**config.mk**
```make
export PLATFORM = sky130hd
export DESIGN_NAME = gpkt_apb_if
export DESIGN_NICKNAME = d
export VERILOG_FILES = /design/src/rtl/gpkt_pkg.sv /design/src/rtl/gpkt_fifo.sv /design/src/rtl/gpkt_regs.sv /design/src/rtl/gpkt_apb_if.sv
export SDC_FILE = /design/constraint.sdc
export NUM_CORES = 1
export LEC_CHECK = 0
export BUFFER_PORTS_ARGS = -buffer_cell sky130_fd_sc_hd__buf_2
export CAP_MARGIN = 20
export CORE_UTILIZATION = 54
export CTS_BUF_LIST = sky130_fd_sc_hd__clkbuf_16
export DETAILED_ROUTE_END_ITERATION = 6
export GPL_ROUTABILITY_DRIVEN = 0
export PLACE_DENSITY_LB_ADDON = 0.3
export SLEW_MARGIN = 10
export SYNTH_ARGS = -nofsm -noshare
export SYNTH_HDL_FRONTEND = slang
export SYNTH_HIERARCHICAL = 1
export SYNTH_SLANG_ARGS = --single-unit
```
**constraint.sdc**
```tcl
create_clock -name clk -period 5.1 [get_ports clk]
set_clock_uncertainty 0.1 [all_clocks]
set_input_delay 0.765 -clock clk [delete_from_list [all_inputs] [get_ports clk]]
set_output_delay 0.765 -clock clk [all_outputs]
set_load 0.05 [all_outputs]
```
**src/rtl/gpkt_pkg.sv**
```systemverilog
// Shared constants and types for the command packet register front end.
// Assumes word-aligned APB offsets; the status bit numbers are visible to software.
package gpkt_pkg;
    localparam int unsigned OFF_PLD  = 0;
    localparam int unsigned OFF_HDR  = 4;
    localparam int unsigned OFF_STAT = 8;

    localparam int SB_CMD_EMPTY  = 0;
    localparam int SB_CMD_FULL   = 1;
    localparam int SB_WPLD_EMPTY = 2;
    localparam int SB_WPLD_FULL  = 3;
    localparam int SB_RPLD_EMPTY = 4;
    localparam int SB_RPLD_FULL  = 5;
    localparam int FLAG_N        = 6;
    localparam int STICKY_BASE   = 8;
    localparam int STICKY_N      = 4;

    typedef struct packed {
        logic [7:0] arg1;
        logic [7:0] arg0;
        logic [1:0] vchan;
        logic [5:0] dtype;
    } pkt_hdr_t;
endpackage

```
**src/rtl/gpkt_fifo.sv**
```systemverilog
// Synchronous FIFO with a registered count.
// Assumes nothing about its callers: a push while full is dropped and flagged
// on drop_o, and a pop while empty is ignored. A pop does not free space for a
// push in the same cycle.
module gpkt_fifo #(
    parameter int W     = 32,
    parameter int DEPTH = 8
) (
    input  logic         clk,
    input  logic         rst_n,
    input  logic         push_i,
    input  logic [W-1:0] push_data_i,
    input  logic         pop_i,
    output logic [W-1:0] head_o,
    output logic         empty_o,
    output logic         full_o,
    output logic         drop_o
);
    localparam int AW = (DEPTH > 1) ? $clog2(DEPTH) : 1;
    localparam int CW = $clog2(DEPTH + 1);
    localparam logic [AW-1:0] LAST = AW'(DEPTH - 1);
    localparam logic [CW-1:0] CAP  = CW'(DEPTH);

    logic [W-1:0]  mem [DEPTH];
    logic [AW-1:0] wr_ptr, rd_ptr;
    logic [CW-1:0] count;
    logic          do_push, do_pop;

    assign empty_o = (count == '0);
    assign full_o  = (count == CAP);
    assign do_push = push_i && !full_o;
    assign do_pop  = pop_i && !empty_o;
    assign drop_o  = push_i && full_o;
    assign head_o  = mem[rd_ptr];

    // Store accepted data; storage itself needs no reset.
    always_ff @(posedge clk) begin
        if (do_push) mem[wr_ptr] <= push_data_i;
    end

    // Advance the pointers and the occupancy count.
    always_ff @(posedge clk) begin
        if (!rst_n) begin
            wr_ptr <= '0;
            rd_ptr <= '0;
            count  <= '0;
        end else begin
            if (do_push) wr_ptr <= (wr_ptr == LAST) ? '0 : wr_ptr + 1'b1;
            if (do_pop)  rd_ptr <= (rd_ptr == LAST) ? '0 : rd_ptr + 1'b1;
            case ({do_push, do_pop})
                2'b10:   count <= count + 1'b1;
                2'b01:   count <= count - 1'b1;
                default: count <= count;
            endcase
        end
    end

    AST_FIFO_BOUND: assert property (@(posedge clk) disable iff (!rst_n)
        count <= CAP);
    AST_FIFO_DROP_KEEPS_FULL: assert property (@(posedge clk) disable iff (!rst_n)
        push_i && full_o && !pop_i |=> full_o && $stable(wr_ptr));
    AST_FIFO_POP_EMPTY_IGNORED: assert property (@(posedge clk) disable iff (!rst_n)
        pop_i && empty_o && !push_i |=> empty_o && $stable(rd_ptr));
endmodule

```
**src/rtl/gpkt_regs.sv**
```systemverilog
// APB register decode for the command packet front end: turns accesses into
// FIFO push/pop strobes, keeps the sticky error bits and muxes read data.
// Assumes a standard two-phase APB access and word-aligned offsets.
module gpkt_regs
    import gpkt_pkg::*;
#(
    parameter int ADDR_W = 4
) (
    input  logic                clk,
    input  logic                rst_n,
    input  logic [ADDR_W-1:0]   paddr,
    input  logic                psel,
    input  logic                penable,
    input  logic                pwrite,
    input  logic [STICKY_N-1:0] clr_i,
    input  logic [FLAG_N-1:0]   flags_i,
    input  logic [2:0]          drops_i,
    input  logic [31:0]         rpld_head_i,
    output logic                cmd_push_o,
    output logic                wpld_push_o,
    output logic                rpld_pop_o,
    output logic [31:0]         prdata_o
);
    logic access, wr, rd;
    logic sel_pld, sel_hdr, sel_stat;
    logic [STICKY_N-1:0] sticky_q, sticky_set, sticky_clr;
    logic [31:0] status;

    assign access   = psel && penable;
    assign wr       = access && pwrite;
    assign rd       = access && !pwrite;
    assign sel_pld  = (paddr == ADDR_W'(OFF_PLD));
    assign sel_hdr  = (paddr == ADDR_W'(OFF_HDR));
    assign sel_stat = (paddr == ADDR_W'(OFF_STAT));

    assign wpld_push_o = wr && sel_pld;
    assign cmd_push_o  = wr && sel_hdr;
    assign rpld_pop_o  = rd && sel_pld;

    // Error events in sticky order: header drop, outbound drop, inbound drop, underflow.
    assign sticky_set = {rpld_pop_o && flags_i[SB_RPLD_EMPTY], drops_i[2], drops_i[1], drops_i[0]};
    assign sticky_clr = (wr && sel_stat) ? clr_i : '0;

    // Sticky error bits, one register each; a set beats a clear in the same cycle.
    for (genvar i = 0; i < STICKY_N; i++) begin : g_sticky
        always_ff @(posedge clk) begin
            if (!rst_n) sticky_q[i] <= 1'b0;
            else        sticky_q[i] <= (sticky_q[i] && !sticky_clr[i]) || sticky_set[i];
        end

        AST_STICKY_HOLD: assert property (@(posedge clk) disable iff (!rst_n)
            sticky_q[i] && !sticky_clr[i] |=> sticky_q[i]);
        AST_STICKY_SET_WINS: assert property (@(posedge clk) disable iff (!rst_n)
            sticky_set[i] |=> sticky_q[i]);
    end

    // Assemble the status word from live flags and sticky bits.
    always_comb begin
        status = '0;
        status[FLAG_N-1:0] = flags_i;
        status[STICKY_BASE +: STICKY_N] = sticky_q;
    end

    // Read data mux; an empty inbound queue reads zero.
    always_comb begin
        prdata_o = '0;
        if (rd && sel_pld && !flags_i[SB_RPLD_EMPTY]) prdata_o = rpld_head_i;
        else if (rd && sel_stat)                      prdata_o = status;
    end
endmodule

```
**src/rtl/gpkt_apb_if.sv**
```systemverilog
// Top of the command packet front end: APB register window plus header,
// outbound payload and inbound payload FIFOs. Zero-wait-state APB, no error
// response. Assumes one clock for the APB side and the engine side.
module gpkt_apb_if
    import gpkt_pkg::*;
#(
    parameter int ADDR_W     = 4,
    parameter int CMD_DEPTH  = 4,
    parameter int WPLD_DEPTH = 8,
    parameter int RPLD_DEPTH = 8
) (
    input  logic              clk,
    input  logic              rst_n,
    input  logic [ADDR_W-1:0] paddr,
    input  logic              psel,
    input  logic              penable,
    input  logic              pwrite,
    input  logic [31:0]       pwdata,
    output logic [31:0]       prdata,
    output logic              pready,
    output logic              pslverr,
    output logic              cmd_valid,
    input  logic              cmd_pop,
    output logic [23:0]       cmd_hdr,
    output logic              wpld_valid,
    input  logic              wpld_pop,
    output logic [31:0]       wpld_data,
    input  logic              rpld_push,
    input  logic [31:0]       rpld_data,
    output logic              rpld_full
);
    logic cmd_push, wpld_push, rpld_pop;
    logic cmd_empty, cmd_full, cmd_drop;
    logic wpld_empty, wpld_full, wpld_drop;
    logic rpld_empty, rpld_full_i, rpld_drop;
    logic [31:0] rpld_head;
    logic [FLAG_N-1:0] flags;
    pkt_hdr_t hdr_in;

    assign pready  = 1'b1;
    assign pslverr = 1'b0;
    assign hdr_in  = pkt_hdr_t'(pwdata[23:0]);

    assign cmd_valid  = !cmd_empty;
    assign wpld_valid = !wpld_empty;
    assign rpld_full  = rpld_full_i;
    assign flags = {rpld_full_i, rpld_empty, wpld_full, wpld_empty, cmd_full, cmd_empty};

    gpkt_regs #(.ADDR_W(ADDR_W)) u_regs (
        .clk        (clk),
        .rst_n      (rst_n),
        .paddr      (paddr),
        .psel       (psel),
        .penable    (penable),
        .pwrite     (pwrite),
        .clr_i      (pwdata[STICKY_BASE +: STICKY_N]),
        .flags_i    (flags),
        .drops_i    ({rpld_drop, wpld_drop, cmd_drop}),
        .rpld_head_i(rpld_head),
        .cmd_push_o (cmd_push),
        .wpld_push_o(wpld_push),
        .rpld_pop_o (rpld_pop),
        .prdata_o   (prdata)
    );

    gpkt_fifo #(.W($bits(pkt_hdr_t)), .DEPTH(CMD_DEPTH)) u_cmd_fifo (
        .clk(clk), .rst_n(rst_n),
        .push_i(cmd_push), .push_data_i(hdr_in),
        .pop_i(cmd_pop), .head_o(cmd_hdr),
        .empty_o(cmd_empty), .full_o(cmd_full), .drop_o(cmd_drop)
    );

    gpkt_fifo #(.W(32), .DEPTH(WPLD_DEPTH)) u_wpld_fifo (
        .clk(clk), .rst_n(rst_n),
        .push_i(wpld_push), .push_data_i(pwdata),
        .pop_i(wpld_pop), .head_o(wpld_data),
        .empty_o(wpld_empty), .full_o(wpld_full), .drop_o(wpld_drop)
    );

    gpkt_fifo #(.W(32), .DEPTH(RPLD_DEPTH)) u_rpld_fifo (
        .clk(clk), .rst_n(rst_n),
        .push_i(rpld_push), .push_data_i(rpld_data),
        .pop_i(rpld_pop), .head_o(rpld_head),
        .empty_o(rpld_empty), .full_o(rpld_full_i), .drop_o(rpld_drop)
    );

    AST_HDR_QUEUED: assert property (@(posedge clk) disable iff (!rst_n)
        psel && penable && pwrite && paddr == ADDR_W'(OFF_HDR) && !cmd_full |=> cmd_valid);
    AST_PLD_QUEUED: assert property (@(posedge clk) disable iff (!rst_n)
        psel && penable && pwrite && paddr == ADDR_W'(OFF_PLD) && !wpld_full |=> wpld_valid);
    AST_UNDERFLOW_ZERO: assert property (@(posedge clk) disable iff (!rst_n)
        psel && penable && !pwrite && paddr == ADDR_W'(OFF_PLD) && rpld_empty |-> prdata == 32'd0);
    AST_RPLD_DROP_HOLDS: assert property (@(posedge clk) disable iff (!rst_n)
        rpld_push && rpld_full && !rpld_pop |=> rpld_full);
endmodule

```
Word level (Yosys, flattened, before mapping)
Memory sizes are Yosys's and may differ from the RTL's. A register that Yosys moved wholly into a read port is not among the register bits.
Cells that the tools add are included.
Storage, ports and cells
  output and inout port bits: 93
  memories kept: 3
  register bits: 31
  bits in writable memories: 608
Memory list
  u_rpld_fifo.mem: depth 8, bits a word 32, read ports 1, clocked after Yosys merged registers in 1, wr ports 1, RTL line gpkt_fifo.sv:24  | logic [W-1:0] mem [DEPTH];
  u_wpld_fifo.mem: depth 8, bits a word 32, read ports 1, clocked after Yosys merged registers in 1, wr ports 1, RTL line gpkt_fifo.sv:24
  u_cmd_fifo.mem: depth 4, bits a word 24, read ports 1, clocked after Yosys merged registers in 1, wr ports 1, RTL line gpkt_fifo.sv:24
Cells by class
  add/sub/neg operators: 12
  multiplexer cells: 24
  reduce and logical (&&, ||, !) cells: 44
  eq/ne operators: 17
Operators by type and width (count)
  $mux W32: 1
  $mux W3: 8
  $logic_and A1 B1 Y1: 22
  $pmux W4 S2: 2
  $add A3 B1 Y3 const B: 5
  $eq A3 B3 Y1 const B: 5
  $eq A4 B4 Y1 const B: 3
  $logic_not A4 Y1: 3
  $mux W12: 1
  $logic_not A1 Y1: 11
  $eq A2 B2 Y1 const B: 5
  $add A4 B1 Y4 const B: 2
  $mux W2: 4
  $sub A4 B1 Y4 const B: 2
  $eq A2 B1 Y1 const B: 3
  $mux W1: 6
  $pmux W3 S2: 1
  $reduce_bool A2 Y1: 3
  $add A2 B1 Y2 const B: 2
  $eq A4 B3 Y1 const B: 1
  $logic_or A1 B1 Y1: 4
  $mux W4: 1
  $logic_not A3 Y1: 1
  $sub A3 B1 Y3 const B: 1

Depth between registers and ports, before layout
  word-level depth: 7
  gate-level depth with buffers: 12
  depth with buffers taken out: 11

Hierarchy
The synthesis kept the hierarchy.
By module, submodules not included
  gpkt_fifo at u_rpld_fifo: area an instance 10511.3 sq um, instances 1, cells an instance 450
  gpkt_fifo at u_wpld_fifo: area an instance 10505.1 sq um, instances 1, cells an instance 450
  gpkt_fifo at u_cmd_fifo: area an instance 4003.8 sq um, instances 1, cells an instance 183
  gpkt_regs: area an instance 483.0 sq um, instances 1, cells an instance 64
  gpkt_apb_if: area an instance 30.0 sq um, instances 1, cells an instance 6

Worst setup path after synthesis
Ideal clock, no wire load.
  kind: in2reg
  start point: input paddr[1]
  end point: memory u_wpld_fifo.mem[0][0], enable pin
  cell stages on the path: 5
  required time: 4499 ps
  setup slack: -277 ps
  arrival: 4775 ps
  path through: or4_4 > nor2_1 > nand2b_1 > buf_4 > nor4_1
Between the ends
  cells in the longest elaborated chain, start to end: 5
Ends and longest elaborated chain
  start, declared: RTL line gpkt_apb_if.sv:14  | input logic [ADDR_W-1:0] paddr,
  $logic_not A4 Y1: RTL line gpkt_regs.sv:32  | assign sel_pld = (paddr == ADDR_W'(OFF_PLD));
  $logic_and A1 B1 Y1: RTL line gpkt_regs.sv:36  | assign wpld_push_o = wr && sel_pld;
  via wpld_push: RTL line gpkt_apb_if.sv:32  | logic cmd_push, wpld_push, rpld_pop;
  $logic_and A1 B1 Y1: RTL line gpkt_fifo.sv:31  | assign do_push = push_i && !full_o;
  $mux W1: RTL line gpkt_fifo.sv:38  | if (do_push) mem[wr_ptr] <= push_data_i;
  $mux W1 (not written as such): RTL line gpkt_fifo.sv:38
  end, declared: RTL line gpkt_fifo.sv:24
The timed path passes the listed nets, and every way through them passes these cells.

==> flow_summary.json <==
{
  "status": "completed",
  "routed_wl_mm": 48.05,
  "ant_nets": 0,
  "first_pass_iters": 4,
  "via_count": 11890,
  "vdd_drop_max_mv": 0.3626,
  "grt_setup_unrepaired": "no",
  "post-route-period-util": 0.7725,
  "drt_drc_violations_left": 0,
  "p_leak_nw": 9.692,
  "async_reset_ff_frac": 0,
  "detailed_place_hpwl_mm": 28.10,
  "viasPerCell": 5.879,
  "crit_fanout": 36,
  "cts_tree": "built",
  "rows": 79,
  "synth_nets": 1250,
  "detail_route.wl_per_cell_microns": 23.75,
  "netlist_instances": 1153,
  "worst_setup_path_start_kind": "register",
  "final_cell_mix": "edfxtp_1, buf_2, mux4_1, mux4_2, clkbuf_16",
  "synth_seq_cells": 647,
  "worstPathArrival_ns": 3.07,
  "drv_slew": 0,
  "synth_edf_count": 608,
  "clock-sinks": 647,
  "fin_area_sq_um": 29120,
  "slew_headroom": 0.2841,
  "r2r_start": "u_wpld_fifo/count[1]",
  "hp-start": "pwdata[27]",
  "groute.usage.overall": 0.2036,
  "combPwrFrac": 0.023,
  "pwr-share-seq": 0.554,
  "start_util": 0.5484,
  "grt_pass1_wl_mm": 71.55,
  "chipWidth_microns": 219.5,
  "post_dp_cell_area_sq_um": 27080,
  "postCtsSetupBuffers": 0,
  "grt_pass1_vias": 11950,
  "synth_ff_type": "edfxtp_1",
  "design.die.area_sq_um": 48160,
  "hold_violations": 0,
  "hold_path.class": "input pin to register",
  "cp-endpoint": "prdata[0]",
  "p_clk_frac": 0.423,
  "required_ns": 4.24,
  "yosysUniqueCellTypes": 50,
  "ios": 169,
  "cts_root_buffer": "clkbuf_16",
  "r2r_slack_ns": 2.08,
  "htree_num_levels": 3,
  "drt_iter0_drc": 927,
  "end_kind": "primary output",
  "p_switching_mw": 2.117,
  "grt_max_degree": 47,
  "cts_made_buffers": 66,
  "cts_resized": 0,
  "avgSynthCellArea_sq_um": 22.15,
  "max_freq_mhz": 253.8,
  "globalRoute.totalOverflow": 0,
  "nFillCells": 3117,
  "setup_tns_ns": 0,
  "ys_warn_count": 6,
  "die_h_microns": 219.5,
  "core_sq_um": 46560,
  "min_period_ns": 3.940,
  "io_buffers": 166,
  "synth_area_sq_um": 25530,
  "sw_frac_of_total": 0.1996,
  "maxCapViolations": 0,
  "timing_worst_setup_path_type": "register to primary output",
  "clock_path_buffers": 3,
  "timing.rr.end": "u_wpld_fifo/count[2]",
  "final_core_util": 0.6255,
  "powerDensity_nw_per_um2": 364.2,
  "power_mw": 10.61,
  "max_slew.worst_pin.slew_ns": 1.074,
  "areaGrowthSynthToFinish_pct": 14.06,
  "worstRegToRegCells": 9,
  "final_common_cell": "edfxtp_1",
  "setup_viol_count_final": 0,
  "p_int_mw": 8.491,
  "nets": 1457,
  "antenna_found_initial": 7,
  "drive_above_1_share": 0.3199,
  "path_clk_slew_ns": 0.06,
  "clock_latency_ns": 0.59,
  "seq_area_frac_synth": 0.7456,
  "holdBufCountCts": 0
}
logic make-up after synthesis:
logic type / share of synthesized area
compound gates: 0.01343
xor+xnor: 0.002744
fa+ha+maj: 0.01058
buf+inv: 0.01833
mux: 0.1787
other cells: 0.0002941
simple gates: 0.03033
flops: 0.7456
worst max-delay path, cell delays in order (launching register included):
cell and delay [ns]:
dfxtp_4 0.76, buf_4 0.40, mux4_1 0.57, mux2_2 0.30, a22o_1 0.22, buf_2 0.21
worst min path at each step:
stage                                        end  slack [ns]  depth (start not counted)
after floorplan                         register        0.37                          2
after global placement                  register        0.38                          2
after detailed placement                register        0.39                          2
after CTS                  u_rpld_fifo/mem[4][5]        0.31                          1
after global routing      u_wpld_fifo/mem[0][27]        0.32                          1
final                     u_wpld_fifo/mem[3][27]        0.34                          1
metrics by stage:
stage,setup slack (ns),hold WS (ns),instances
finish,1.160,0.3402,2023
global route,1.000,0.3212,2021
CTS,1.075,0.3120,2020
detailed placement,1.278,0.3875,1899
global placement,1.353,0.3757,1899
floorplan,0.4578,0.3667,1153
registers in the layout (all words and copies together) (netlist names), 4 cells and up, named ones only:
signal             cells
u_rpld_fifo/count      4
u_rpld_fifo/mem      256
u_regs/status          4
u_cmd_fifo/mem        96
u_wpld_fifo/count      4
u_wpld_fifo/mem      256
layout make-up:
type,instances,area [sq um],share of cell area
inverters,14,52.55,0.001804
clock inverters,54,356.6,0.01224
repair buffers,200,1086,0.03729
well taps,607,759.5,0.02608
flip-flops and latches,647,19050,0.6542
clock buffers,67,1677,0.05757
multi-input cells,431,6133,0.2106
diodes,3,7.507,0.0002578
cells in the mapped netlist (14+ instances only):
library cell	instances	area (sq um)
mux2_2	66	743.2
buf_6	15	168.9
nand2_1	24	90.09
mux4_2	68	1531
and2_1	33	206.5
inv_1	14	52.55
ha_1	20	250.2
dfxtp_1	39	780.8
edfxtp_1	608	18260
mux4_1	84	2207
nor3_1	15	75.07
buf_2	14	70.07
power groups by stage:
| stage | registers [mW] | clock network, mW | logic, mW |
|---|---|---|---|
| floorplan | 5.98 | 0 | 0.130 |
| global placement | 5.98 | 0 | 0.241 |
| detailed placement | 5.98 | 0 | 0.252 |
| CTS | 5.87 | 4.60 | 0.253 |
| global route | 5.87 | 4.80 | 0.269 |
| finish | 5.87 | 4.49 | 0.248 |
layer usage:
layer | GRT usage | routed length, microns | up-vias
met5 | 0 | 42 | -
met3 | 0.04638 | 3130 | 69
met1 | 0.2771 | 20330 | 6178
met4 | 0.05903 | 736 | 8
li1 | - | - | 5269
met2 | 0.3313 | 23810 | 369
No activity file was read; power rests on OpenSTA's default activity.
